File: src/rtl/rfsh_seq_pkg.sv
package rfsh_seq_pkg;

    typedef struct packed {
        logic cs_n;
        logic ras_n;
        logic cas_n;
        logic we_n;
    } sdr_cmd_t;

    localparam sdr_cmd_t CMD_NOP     = '{cs_n: 1'b0, ras_n: 1'b1, cas_n: 1'b1, we_n: 1'b1};
    localparam sdr_cmd_t CMD_REFRESH = '{cs_n: 1'b0, ras_n: 1'b0, cas_n: 1'b0, we_n: 1'b1};

    typedef enum logic [2:0] {
        ST_IDLE,
        ST_AREF,
        ST_TRFC,
        ST_SRE,
        ST_SELF,
        ST_SRX
    } seq_state_t;

    typedef enum logic [1:0] {
        PH_SINGLE,
        PH_PRE,
        PH_POST
    } burst_phase_t;

    function automatic int unsigned cycles_ceil(input int unsigned span_ps,
                                                input int unsigned period_ps);
        return (span_ps + period_ps - 1) / period_ps;
    endfunction

    // bits needed for a counter holding 0 .. n-1
    function automatic int unsigned bits_for(input int unsigned n);
        return (n < 2) ? 1 : $clog2(n);
    endfunction

endpackage

File: src/rtl/rfsh_pend_tracker.sv
module rfsh_pend_tracker
    import rfsh_seq_pkg::*;
#(
    parameter int unsigned REFI_CYC = 780,
    parameter int unsigned PEND_MAX = 8
) (
    input  logic clk,
    input  logic rst,
    input  logic ar_issued,
    output logic pend_nonzero
);
    localparam int unsigned TW = bits_for(REFI_CYC);
    localparam int unsigned PW = bits_for(PEND_MAX + 1);
    localparam logic [TW-1:0] TMR_LAST = TW'(REFI_CYC - 1);
    localparam logic [PW-1:0] PEND_TOP = PW'(PEND_MAX);

    logic [TW-1:0] tmr_q;
    logic [PW-1:0] pend_q, pend_d;
    logic          tick;

    assign tick = (tmr_q == TMR_LAST);

    always_ff @(posedge clk) begin
        if (rst) begin
            tmr_q <= '0;
        end else if (tick) begin
            tmr_q <= '0;
        end else begin
            tmr_q <= tmr_q + 1'b1;
        end
    end

    always_comb begin
        pend_d = pend_q;
        unique case ({tick, ar_issued})
            2'b10:   if (pend_q != PEND_TOP) pend_d = pend_q + 1'b1;
            2'b01:   if (pend_q != '0)       pend_d = pend_q - 1'b1;
            default: pend_d = pend_q;
        endcase
    end

    always_ff @(posedge clk) begin
        if (rst) pend_q <= '0;
        else     pend_q <= pend_d;
    end

    assign pend_nonzero = (pend_q != '0);

    // credit count never exceeds its ceiling
    p_pend_ceiling_r5: assert property (@(posedge clk) disable iff (rst)
        pend_q <= PEND_TOP);

    // a refresh without a tick consumes exactly one credit
    p_pend_consume_r5: assert property (@(posedge clk) disable iff (rst)
        (ar_issued && !tick && pend_q != '0) |=> (pend_q == $past(pend_q) - 1'b1));

endmodule

File: src/rtl/rfsh_seq_fsm.sv
module rfsh_seq_fsm
    import rfsh_seq_pkg::*;
#(
    parameter int unsigned TRFC_CYC  = 4,
    parameter int unsigned BURST_LEN = 4096
) (
    input  logic       clk,
    input  logic       rst,
    input  logic       banks_idle,
    input  logic       lp_req,
    input  logic       pend_nonzero,
    output seq_state_t state
);
    localparam int unsigned CW = bits_for(TRFC_CYC);
    localparam int unsigned BW = bits_for(BURST_LEN);
    localparam logic [CW-1:0] WIN_LAST   = CW'(TRFC_CYC - 1);
    localparam logic [BW-1:0] BURST_LAST = BW'(BURST_LEN - 1);

    seq_state_t    st_q, st_d;
    burst_phase_t  ph_q, ph_d;
    logic [CW-1:0] win_q, win_d;
    logic [BW-1:0] left_q, left_d;

    always_comb begin
        st_d   = st_q;
        ph_d   = ph_q;
        win_d  = win_q;
        left_d = left_q;
        unique case (st_q)
            ST_IDLE: begin
                if (banks_idle && (lp_req || pend_nonzero)) begin
                    st_d = ST_AREF;
                    if (lp_req) begin
                        ph_d   = PH_PRE;
                        left_d = BURST_LAST;
                    end else begin
                        ph_d   = PH_SINGLE;
                        left_d = '0;
                    end
                end
            end
            ST_AREF: begin
                st_d  = ST_TRFC;
                win_d = WIN_LAST;
            end
            ST_TRFC: begin
                if (win_q != '0) begin
                    win_d = win_q - 1'b1;
                end else if (left_q != '0) begin
                    left_d = left_q - 1'b1;
                    st_d   = ST_AREF;
                end else if (ph_q == PH_PRE) begin
                    st_d = ST_SRE;
                end else begin
                    st_d = ST_IDLE;
                end
            end
            ST_SRE: begin
                st_d = ST_SELF;
            end
            ST_SELF: begin
                if (!lp_req) begin
                    st_d  = ST_SRX;
                    win_d = WIN_LAST;
                end
            end
            ST_SRX: begin
                if (win_q != '0) begin
                    win_d = win_q - 1'b1;
                end else begin
                    st_d   = ST_AREF;
                    ph_d   = PH_POST;
                    left_d = BURST_LAST;
                end
            end
            default: st_d = ST_IDLE;
        endcase
    end

    always_ff @(posedge clk) begin
        if (rst) begin
            st_q   <= ST_IDLE;
            ph_q   <= PH_SINGLE;
            win_q  <= '0;
            left_q <= '0;
        end else begin
            st_q   <= st_d;
            ph_q   <= ph_d;
            win_q  <= win_d;
            left_q <= left_d;
        end
    end

    assign state = st_q;

    // checker: length of each tRFC window after a refresh
    logic [CW:0] chk_run;
    always_ff @(posedge clk) begin
        if (rst)                   chk_run <= '0;
        else if (st_q == ST_AREF)  chk_run <= '0;
        else if (st_q == ST_TRFC)  chk_run <= chk_run + 1'b1;
    end

    // window closes only after TRFC_CYC NOP cycles
    p_trfc_window_r3: assert property (@(posedge clk) disable iff (rst)
        ($past(st_q) == ST_TRFC && st_q != ST_TRFC) |-> (chk_run == (CW+1)'(TRFC_CYC)));

    // self-refresh is held while the request stays high
    p_sr_hold_r7: assert property (@(posedge clk) disable iff (rst)
        (st_q == ST_SELF && lp_req) |=> (st_q == ST_SELF));

endmodule

File: src/rtl/rfsh_seq.sv
module rfsh_seq
    import rfsh_seq_pkg::*;
#(
    parameter int unsigned CLK_PERIOD_PS = 20000,
    parameter int unsigned TRFC_PS       = 66000,
    parameter int unsigned REFI_PS       = 15600000,
    parameter int unsigned BURST_LEN     = 4096,
    parameter int unsigned PEND_MAX      = 8
) (
    input  logic clk,
    input  logic rst,
    input  logic banks_idle,
    input  logic lp_req,
    output logic refresh_req,
    output logic busy,
    output logic sdr_cke,
    output logic sdr_cs_n,
    output logic sdr_ras_n,
    output logic sdr_cas_n,
    output logic sdr_we_n
);
    localparam int unsigned TRFC_CYC = cycles_ceil(TRFC_PS, CLK_PERIOD_PS);
    localparam int unsigned REFI_CYC = REFI_PS / CLK_PERIOD_PS;

    seq_state_t state;
    logic       pend_nonzero;
    logic       ar_issued;
    sdr_cmd_t   cmd;

    rfsh_pend_tracker #(
        .REFI_CYC (REFI_CYC),
        .PEND_MAX (PEND_MAX)
    ) u_pend (
        .clk          (clk),
        .rst          (rst),
        .ar_issued    (ar_issued),
        .pend_nonzero (pend_nonzero)
    );

    rfsh_seq_fsm #(
        .TRFC_CYC  (TRFC_CYC),
        .BURST_LEN (BURST_LEN)
    ) u_fsm (
        .clk          (clk),
        .rst          (rst),
        .banks_idle   (banks_idle),
        .lp_req       (lp_req),
        .pend_nonzero (pend_nonzero),
        .state        (state)
    );

    assign ar_issued   = (state == ST_AREF);
    assign cmd         = (state == ST_AREF || state == ST_SRE) ? CMD_REFRESH : CMD_NOP;
    assign sdr_cke     = !(state == ST_SRE || state == ST_SELF);
    assign busy        = (state != ST_IDLE);
    assign refresh_req = (state == ST_IDLE) && (lp_req || pend_nonzero);

    assign sdr_cs_n  = cmd.cs_n;
    assign sdr_ras_n = cmd.ras_n;
    assign sdr_cas_n = cmd.cas_n;
    assign sdr_we_n  = cmd.we_n;

    sdr_cmd_t pin_cmd;
    assign pin_cmd = '{cs_n: sdr_cs_n, ras_n: sdr_ras_n, cas_n: sdr_cas_n, we_n: sdr_we_n};

    // refresh only when the device was not powered down last cycle
    p_aref_prev_cke_r2: assert property (@(posedge clk) disable iff (rst)
        (pin_cmd == CMD_REFRESH && sdr_cke) |-> $past(sdr_cke));

    // bus taken only after a grant to a raised request
    p_grant_r2: assert property (@(posedge clk) disable iff (rst)
        $rose(busy) |-> ($past(banks_idle) && $past(refresh_req)));

    // the cycle after a refresh is a NOP with the bus still held
    p_nop_after_aref_r3: assert property (@(posedge clk) disable iff (rst)
        (pin_cmd == CMD_REFRESH && sdr_cke) |=> (pin_cmd == CMD_NOP && busy));

    // clock enable falls only with the self-refresh entry encoding
    p_sre_enc_r6: assert property (@(posedge clk) disable iff (rst)
        $fell(sdr_cke) |-> (pin_cmd == CMD_REFRESH));

    // clock enable rises with a NOP
    p_exit_nop_r8: assert property (@(posedge clk) disable iff (rst)
        $rose(sdr_cke) |-> (pin_cmd == CMD_NOP && busy));

    // request is only shown while idle
    p_req_idle_r4: assert property (@(posedge clk) disable iff (rst)
        refresh_req |-> !busy);

endmodule

File: config.mk
export PLATFORM = sky130hd
export DESIGN_NAME = rfsh_seq
export DESIGN_NICKNAME = d
export VERILOG_FILES = /design/src/rtl/rfsh_seq_pkg.sv /design/src/rtl/rfsh_pend_tracker.sv /design/src/rtl/rfsh_seq_fsm.sv /design/src/rtl/rfsh_seq.sv
export SDC_FILE = /design/constraint.sdc
export NUM_CORES = 1
export LEC_CHECK = 0
export BUFFER_PORTS_ARGS = -buffer_cell sky130_fd_sc_hd__buf_2
export CAP_MARGIN = 25
export CORE_UTILIZATION = 35
export CTS_CLUSTER_SIZE = 16
export DETAILED_ROUTE_END_ITERATION = 8
export PLACE_DENSITY = 0.55
export SLEW_MARGIN = 20
export SYNTH_ARGS = -nofsm -noshare
export SYNTH_HDL_FRONTEND = slang
export SYNTH_SLANG_ARGS = --single-unit
File: constraint.sdc
create_clock -name clk -period 2.49 [get_ports clk]
set_input_delay 0.1245 -clock clk [delete_from_list [all_inputs] [get_ports clk]]
set_output_delay 0.1245 -clock clk [all_outputs]
set_load 0.03 [all_outputs]
==> results of run 1 <==
-- per-stage QoR --
step	worst slack [ns]	hold slack, ns	instances	cell area, sq um
global route	0.0165	0.209	322	2270
CTS	0.0281	0.206	321	2230
floorplan	-0.00943	0.344	241	1990
finish	0.0937	0.212	322	2270
detailed placement	0.0500	0.449	313	2110
global placement	0.0416	0.445	313	2110
-- how the worst min path moves through the flow --
stage	start	endpoint	slack (ns)	cells past startpoint
2_1_floorplan	lp_req	u_fsm.ph_q[0]	0.34	2
3_3_place_gp	u_pend.tmr_q[0]	u_pend.tmr_q[0]	0.44	1
3_5_place_dp	u_pend.tmr_q[0]	u_pend.tmr_q[0]	0.45	1
4_1_cts	lp_req	u_fsm.ph_q[0]	0.21	3
5_1_grt	lp_req	u_fsm.ph_q[0]	0.21	3
6_report	lp_req	u_fsm.ph_q[0]	0.21	3
-- final cells by class --
type	instances	area share (%)
multi-input cells	178	53.5
flip-flops and latches	33	29.4
repair buffers	20	5.74
well taps	70	3.87
clock buffers	6	3.64
inverters	13	2.15
clock inverters	2	1.66
-- kinds of logic after synthesis --
family / count (synthesis)
and+or+nand+nor: 105
AOI/OAI and AO/OA: 52
DFF: 33
buffers and inverters: 30
xor gates and xnor gates: 10
muxes: 5
adders and majority gates: 4
other: 2
-- layer usage --
layer / track usage [%] / part of all wire (%)
met1: 21.0 / 53
met4: 6.04 / 1.3
met2: 23.5 / 44
met5: 0 / 0
met3: 3.57 / 2.1
-- where the power goes --
| part | switching [mW] | internal (mW) |
|---|---|---|
| sequential | 0.0507 | 0.581 |
| clock | 0.208 | 0.325 |
| combinational | 0.294 | 0.201 |
| total | 0.553 | 1.11 |
-- Yosys cell counts, drive strengths merged (3+ instances only) --
cell	instances	area, sq um
o31ai	3	22.5
mux2i	4	40.0
xnor2	6	52.6
inv	13	48.8
nor3	5	25.0
nor2	27	101
nor3b	3	22.5
and3	6	42.5
nand3	10	50.1
nand2b	7	43.8
clkbuf	13	48.8
dfxtp	33	661
or3	5	36.3
nand2	24	90.1
o21ai	7	35.0
nand4	5	31.3
buf	4	33.8
a221oi	7	92.6
a211oi	7	77.6
a31oi	6	37.5
xor2	4	35.0
a21oi	9	45.0
ha	4	50.1
-- state kept, by name (all words and copies together), names as in the netlist --
signal / count
u_fsm.win_q: 2
u_fsm.left_q: 12
u_fsm.ph_q: 2
u_fsm.state: 3
u_pend.tmr_q: 10
u_pend.pend_q: 4
-- repair_timing --
| item | in CTS | in global routing |
|---|---|---|
| resized for setup | 0 | 7 |
| endpoints found under the hold margin | 0 | 0 |
| buffers inserted | 0 | 1 |
| endpoints found under the setup margin | 0 | 1 |
-- worst reg2reg max path, cell delays in order, from the launching register on --
cell	delay [ns]
sky130_fd_sc_hd__dfxtp_4	0.37
sky130_fd_sc_hd__ha_4	0.14
sky130_fd_sc_hd__nand4_1	0.13
sky130_fd_sc_hd__nor4_4	0.28
sky130_fd_sc_hd__nor2_2	0.08
sky130_fd_sc_hd__xor2_1	0.15
sky130_fd_sc_hd__ha_2	0.18
sky130_fd_sc_hd__or4_1	0.49
sky130_fd_sc_hd__a21oi_2	0.14
sky130_fd_sc_hd__mux2_2	0.33
==> impl_metrics.prom, run 1 <==
# TYPE chip_impl_metric gauge
chip_impl_metric{name="synth-compound-area-share",unit="%"} 22.0
chip_impl_metric{name="drt-wirelength-per-cell",unit="um"} 13.1
chip_impl_metric{name="floorplan.initialDensity",unit="%"} 37.4
chip_impl_metric{name="final-seq-area",unit="sq um"} 667
chip_impl_info{name="synth_flop_cell",value="sky130_fd_sc_hd__dfxtp_1"} 1
chip_impl_metric{name="grt_pass1_vias",unit=""} 1620
chip_impl_metric{name="fin_util",unit="%"} 43.0
chip_impl_metric{name="synth_async_sr_flop_share",unit="%"} 0
chip_impl_metric{name="pwr_density_cell",unit="nW/um^2"} 733
chip_impl_metric{name="rrSetupSlack",unit="ns"} 0.09
chip_impl_metric{name="multi_input_area",unit="sq um"} 1210
chip_impl_metric{name="simple_gate_fraction_of_synth_area",unit="%"} 27.8
chip_impl_metric{name="layout_worst_path_cycle_share",unit="%"} 96.2
chip_impl_metric{name="yosys.cell_types.count",unit=""} 52
chip_impl_metric{name="tritoncts.num_buffers",unit=""} 5
chip_impl_metric{name="worst-endpoint-arrival",unit="ns"} 2.58
chip_impl_metric{name="insertion_delay",unit="ns"} 0.29
chip_impl_metric{name="clk_pin_slew_worst_paths",unit="ns"} 0.07
chip_impl_metric{name="synth_xor_area_share",unit="%"} 4.45
chip_impl_metric{name="netlist_instances",unit=""} 241
chip_impl_metric{name="final.setup_skew",unit="ns"} 0.00462
chip_impl_metric{name="post_synthesis_share_of_cell_area_spent_on_full_adders_half_adders_and_majority_gates",unit="%"} 2.54
chip_impl_metric{name="drt_first_pass_iters",unit=""} 4
chip_impl_metric{name="synth-seq-cells",unit=""} 33
chip_impl_metric{name="grt_overflow_total",unit=""} 0
chip_impl_metric{name="num_vias",unit=""} 1722
chip_impl_metric{name="synth_to_final_area_change",unit="%"} 15.1
chip_impl_metric{name="routed_wl",unit="mm"} 4.21
chip_impl_metric{name="gpl.final_weighted_congestion",unit=""} 0.741
chip_impl_metric{name="path_depth",unit=""} 9
chip_impl_metric{name="filler_cell_count",unit=""} 547
chip_impl_metric{name="antenna_found_initial",unit=""} 0
chip_impl_info{name="cp-endpoint",value="u_pend.pend_q[2]"} 1
chip_impl_metric{name="worstMarginPinSlew",unit="ns"} 0.599
chip_impl_metric{name="grt_pass1_wl",unit="mm"} 7.40
chip_impl_info{name="final_common_cell",value="sky130_fd_sc_hd__dfxtp_1"} 1
chip_impl_metric{name="htree_levels",unit=""} 2
chip_impl_metric{name="synth.net_count",unit=""} 249
chip_impl_info{name="setup.worst_path.class",value="flop to flop"} 1
chip_impl_metric{name="max_clock_freq",unit="MHz"} 417
chip_impl_metric{name="max_rail_drop_vdd",unit="uV"} 281
chip_impl_metric{name="final-hold-violation-count",unit=""} 0
chip_impl_metric{name="drt-vias-per-instance",unit=""} 5.35
chip_impl_metric{name="cap_violations",unit=""} 0
chip_impl_metric{name="clock_tree_buf_depth",unit=""} 2
chip_impl_metric{name="post_synth_instance_area",unit="sq um"} 1970
chip_impl_info{name="unrepaired_setup_endpoints_after_global_routing",value="no"} 1
chip_impl_metric{name="io_pins",unit=""} 11
chip_impl_info{name="cts_root_buf",value="sky130_fd_sc_hd__clkbuf_8"} 1
chip_impl_metric{name="design_power_total",unit="mW"} 1.66
chip_impl_metric{name="dp_hpwl",unit="mm"} 2.89
chip_impl_metric{name="die_width",unit="um"} 77.0
chip_impl_metric{name="port_buffers",unit=""} 8
chip_impl_metric{name="die_footprint",unit="sq um"} 5930
chip_impl_info{name="crit_path_start",value="u_pend.tmr_q[0]"} 1
chip_impl_metric{name="synthMuxAreaShare",unit="%"} 2.60
chip_impl_info{name="outcome",value="finished clean"} 1
chip_impl_metric{name="postCtsHoldBufs",unit=""} 0
chip_impl_metric{name="drc",unit=""} 0
chip_impl_metric{name="relSlewSlack",unit="%"} 60.1
chip_impl_metric{name="num_rows",unit=""} 26
chip_impl_metric{name="r2r_cells",unit=""} 9
chip_impl_metric{name="core",unit="sq um"} 5270
chip_impl_metric{name="setup_viol",unit=""} 0
chip_impl_metric{name="ratio_of_cells_with_drive_above_1_in_the_final_layout",unit="%"} 20.6
chip_impl_metric{name="timing.final.crit_period",unit="ns"} 2.40
chip_impl_info{name="worstPathCellList",value="ha_4 -> nand4_1 -> nor4_4 -> nor2_2 -> xor2_1 -> ha_2 -> or4_1 -> a21oi_2 -> mux2_2"} 1
chip_impl_metric{name="worst-endpoint-required",unit="ns"} 2.67
chip_impl_metric{name="numClockSinks",unit=""} 33
chip_impl_metric{name="synth.avg_cell_area",unit="sq um"} 8.17
chip_impl_metric{name="chipHeight",unit="um"} 77.0
chip_impl_metric{name="grt_max_degree",unit=""} 26
chip_impl_info{name="critPathTopFamily",value="simple AND/OR/NAND/NOR gates"} 1
chip_impl_info{name="crit_end_category",value="flop"} 1
chip_impl_info{name="critical-path-slowest-cell",value="sky130_fd_sc_hd__or4_1"} 1
chip_impl_metric{name="sequential_to_total_area_share_from_yosys_stat",unit="%"} 33.5
chip_impl_info{name="crit-reg2reg-capture",value="u_pend.pend_q[2]"} 1
chip_impl_metric{name="totalNegativeSetupSlack",unit="ns"} 0
chip_impl_info{name="synth_top_family_by_area",value="simple AND/OR/NAND/NOR gates"} 1
chip_impl_info{name="commonest_cells_after_routing_fill_and_taps_aside",value="sky130_fd_sc_hd__dfxtp_1, sky130_fd_sc_hd__nor2_1, sky130_fd_sc_hd__nand2_1"} 1
chip_impl_metric{name="number_of_enable_flip_flop_cells_after_synthesis",unit=""} 0
chip_impl_metric{name="ant_nets",unit=""} 0
chip_impl_metric{name="synth-warning-count",unit=""} 0
chip_impl_info{name="launching_element_type_of_the_critical_path",value="flop"} 1
chip_impl_info{name="regToRegStartpoint",value="u_pend.tmr_q[0]"} 1
chip_impl_metric{name="grt_util_all_layers",unit="%"} 15.4
chip_impl_metric{name="num_antenna_cells",unit=""} 0
chip_impl_metric{name="cp.buffers_inverters",unit=""} 0
chip_impl_metric{name="crit_path_max_fanout",unit=""} 3
chip_impl_info{name="cts_tree",value="yes"} 1
chip_impl_metric{name="final-max-slew-violation-count",unit=""} 0
chip_impl_metric{name="static_leakage",unit="nW"} 0.834
chip_impl_metric{name="cp_slowest_stage_delay",unit="ns"} 0.49
chip_impl_metric{name="final_nets",unit=""} 259
chip_impl_metric{name="drt_first_iter_violations",unit=""} 100
chip_impl_info{name="worstHoldPathType",value="input pin to flop"} 1
Note: power is estimated with default switching activity, not from simulation.
==> inputs of run 2 (changes only) <==
--- a/config.mk
+++ b/config.mk
@@ -7,10 +7,12 @@
 export LEC_CHECK = 0
 export BUFFER_PORTS_ARGS = -buffer_cell sky130_fd_sc_hd__buf_2
 export CAP_MARGIN = 25
+export CORE_ASPECT_RATIO = 0.75
 export CORE_UTILIZATION = 35
 export CTS_CLUSTER_SIZE = 16
 export DETAILED_ROUTE_END_ITERATION = 8
 export PLACE_DENSITY = 0.55
+export RECOVER_POWER = 100
 export SLEW_MARGIN = 20
 export SYNTH_ARGS = -nofsm -noshare
 export SYNTH_HDL_FRONTEND = slang
==> run 2 against run 1 <==
  * Wire length grew 4.7%
  * Setup slack gained 0.057 ns
  * Worst hold slack better by 0.0060 ns
  * Register-to-register slack better by 0.06 ns
  * Via count fell by 2.2%
  * Total power decreased by 10%
  * Highest routed layer unchanged
==> impl_metrics.prom, run 2 (synthesis results as in run 1) <==
# TYPE chip_impl_metric gauge
chip_impl_info{name="outcome",value="finished clean"} 1
chip_impl_metric{name="design_power_total",unit="mW"} 1.49
chip_impl_metric{name="dp_hpwl",unit="mm"} 3.02
chip_impl_metric{name="clk_pin_slew_worst_paths",unit="ns"} 0.07
chip_impl_metric{name="io_pins",unit=""} 11
chip_impl_metric{name="num_vias",unit=""} 1684
chip_impl_metric{name="share_comb_of_total_power",unit="%"} 31.3
chip_impl_metric{name="drt-wirelength-per-cell",unit="um"} 13.4
chip_impl_metric{name="worstMarginPinSlew",unit="ns"} 0.568
chip_impl_metric{name="grt_pass1_wl",unit="mm"} 7.28
chip_impl_metric{name="max_rail_drop_vdd",unit="uV"} 261
chip_impl_metric{name="port_buffers",unit=""} 8
chip_impl_metric{name="max_clock_freq",unit="MHz"} 427
chip_impl_metric{name="grt_util_all_layers",unit="%"} 16.1
chip_impl_info{name="crit_end_category",value="flop"} 1
chip_impl_info{name="regToRegStartpoint",value="u_pend.tmr_q[1]"} 1
chip_impl_metric{name="clock_tree_buf_depth",unit=""} 2
chip_impl_info{name="final_common_cell",value="sky130_fd_sc_hd__dfxtp_1"} 1
chip_impl_metric{name="rrSetupSlack",unit="ns"} 0.15
chip_impl_metric{name="die_footprint",unit="sq um"} 5930
chip_impl_metric{name="layout_worst_path_cycle_share",unit="%"} 93.9
chip_impl_metric{name="chipHeight",unit="um"} 67.0
chip_impl_metric{name="drt_first_pass_iters",unit=""} 4
chip_impl_metric{name="numClockSinks",unit=""} 33
chip_impl_metric{name="insertion_delay",unit="ns"} 0.29
chip_impl_metric{name="ant_nets",unit=""} 0
chip_impl_metric{name="timing.final.crit_period",unit="ns"} 2.34
chip_impl_info{name="crit-reg2reg-capture",value="u_pend.pend_q[2]"} 1
chip_impl_metric{name="fin_util",unit="%"} 40.8
chip_impl_metric{name="whs",unit="ns"} 0.218
chip_impl_info{name="unrepaired_setup_endpoints_after_global_routing",value="no"} 1
chip_impl_metric{name="final_nets",unit=""} 260
chip_impl_metric{name="power.switching_fraction",unit="%"} 36.3
chip_impl_metric{name="crit_path_max_fanout",unit=""} 3
chip_impl_info{name="cp-endpoint",value="u_pend.pend_q[2]"} 1
chip_impl_metric{name="antenna_found_initial",unit=""} 0
chip_impl_metric{name="drt_first_iter_violations",unit=""} 101
chip_impl_metric{name="final-max-slew-violation-count",unit=""} 0
chip_impl_metric{name="relSlewSlack",unit="%"} 62.1
chip_impl_info{name="regMostFlops",value="u_fsm.left_q"} 1
chip_impl_metric{name="htree_levels",unit=""} 2
chip_impl_metric{name="final.setup_skew",unit="ns"} 0.00454
chip_impl_metric{name="totalNegativeSetupSlack",unit="ns"} 0
chip_impl_info{name="crit_path_start",value="u_pend.tmr_q[1]"} 1
chip_impl_metric{name="p_clk_share",unit="%"} 26.5
chip_impl_metric{name="drt-vias-per-instance",unit=""} 5.13
chip_impl_metric{name="pre_cts_slack",unit="ns"} 0.0276
chip_impl_metric{name="pwr_density_cell",unit="nW/um^2"} 680
chip_impl_metric{name="worst-endpoint-required",unit="ns"} 2.67
chip_impl_info{name="cts_root_buf",value="sky130_fd_sc_hd__clkbuf_8"} 1
chip_impl_metric{name="setup_viol",unit=""} 0
chip_impl_metric{name="postCtsHoldBufs",unit=""} 0
chip_impl_info{name="launching_element_type_of_the_critical_path",value="flop"} 1
chip_impl_metric{name="r2r_cells",unit=""} 9
chip_impl_metric{name="floorplan.initialDensity",unit="%"} 36.6
chip_impl_metric{name="drc",unit=""} 0
chip_impl_metric{name="grt_overflow_total",unit=""} 0
chip_impl_metric{name="gpl.final_weighted_congestion",unit=""} 0.815
chip_impl_metric{name="largest_register_ff_count",unit=""} 12
chip_impl_metric{name="die_width",unit="um"} 88.6
chip_impl_info{name="commonest_cells_after_routing_fill_and_taps_aside",value="sky130_fd_sc_hd__dfxtp_1, sky130_fd_sc_hd__nor2_1, sky130_fd_sc_hd__nand2_1"} 1
chip_impl_info{name="cts_tree",value="yes"} 1
chip_impl_metric{name="num_antenna_cells",unit=""} 0
chip_impl_info{name="reg_top3",value="u_fsm.left_q: 12 flops, u_pend.tmr_q: 10 flops, u_pend.pend_q: 4 flops"} 1
chip_impl_metric{name="min_path_cells",unit=""} 3
chip_impl_metric{name="netSwitchingPower",unit="mW"} 0.542
chip_impl_metric{name="grt_pass1_vias",unit=""} 1418
chip_impl_metric{name="routed_wl",unit="mm"} 4.41
chip_impl_metric{name="p_int",unit="mW"} 0.952
chip_impl_metric{name="worst-endpoint-arrival",unit="ns"} 2.52
chip_impl_metric{name="synth_to_final_area_change",unit="%"} 11.6
chip_impl_info{name="setup.worst_path.class",value="flop to flop"} 1
chip_impl_metric{name="seq_power_share",unit="%"} 42.2
chip_impl_metric{name="final-hold-violation-count",unit=""} 0
chip_impl_metric{name="post-route-worst-setup-slack",unit="ns"} 0.151
chip_impl_metric{name="tritoncts.num_buffers",unit=""} 5
chip_impl_info{name="worstHoldPathType",value="input pin to flop"} 1
chip_impl_metric{name="core",unit="sq um"} 5380
chip_impl_metric{name="num_rows",unit=""} 23
chip_impl_metric{name="cap_violations",unit=""} 0
chip_impl_metric{name="static_leakage",unit="nW"} 0.795
chip_impl_metric{name="grt_max_degree",unit=""} 26
chip_impl_metric{name="ratio_of_cells_with_drive_above_1_in_the_final_layout",unit="%"} 15.0
==> run 2: timing repair <==
action | 4_1_cts | 5_1_grt
resized for setup | 0 | 9
endpoints found under the setup margin | 0 | 1
setup buffers | 0 | 1
==> run 2: routing by layer <==
metal  wire length, um  global-route usage (%)
met1              2400                    25.2
met2              1790                    20.7
met3               163                    3.72
met4                49                    5.44
met5                 0                       0
==> run 2: layout make-up <==
cell class,count,area (sq um)
repair buffers,21,115
well taps,75,93.8
flip-flops and latches,33,669
inverters,13,48.8
clock buffers,6,72.6
fillers,565,3180
clock inverters,2,10.0
multi-input cells,178,1190
==> run 2: worst min-delay path by stage <==
stage	from	endpoint	slack [ns]
floorplan	lp_req	u_fsm.ph_q[0]	0.34
global placement	u_pend.tmr_q[0]	u_pend.tmr_q[0]	0.44
detailed placement	u_pend.tmr_q[0]	u_pend.tmr_q[0]	0.45
CTS	lp_req	u_fsm.ph_q[0]	0.21
global route	lp_req	u_fsm.ph_q[0]	0.22
finish	lp_req	u_fsm.ph_q[0]	0.22
==> run 2: worst max-delay path, cell delays in order, from the launching register on <==
cell and delay (ns):
sky130_fd_sc_hd__dfxtp_4 0.36, sky130_fd_sc_hd__ha_4 0.15, sky130_fd_sc_hd__nand4_1 0.13, sky130_fd_sc_hd__nor4_4 0.26
sky130_fd_sc_hd__nor2_1 0.08, sky130_fd_sc_hd__xor2_1 0.15, sky130_fd_sc_hd__ha_2 0.18, sky130_fd_sc_hd__or4_4 0.48
sky130_fd_sc_hd__a21oi_2 0.15, sky130_fd_sc_hd__mux2_4 0.30
==> run 2: power groups by stage <==
stage          sequential (mW)  combinational, mW  clock (mW)
4_1_cts                  0.628              0.491       0.409
6_report                 0.631              0.467       0.397
5_1_grt                  0.637              0.525       0.436
3_5_place_dp             0.640              0.489           0
2_1_floorplan            0.629              0.383           0
3_3_place_gp             0.640              0.489           0
==> run 2: through the flow <==
step                      area (sq um)  std cells
after floorplan                   1990        241
after global placement            2130        319
after detailed placement          2130        319
after CTS                         2210        327
after global routing              2200        328
final                             2200        328
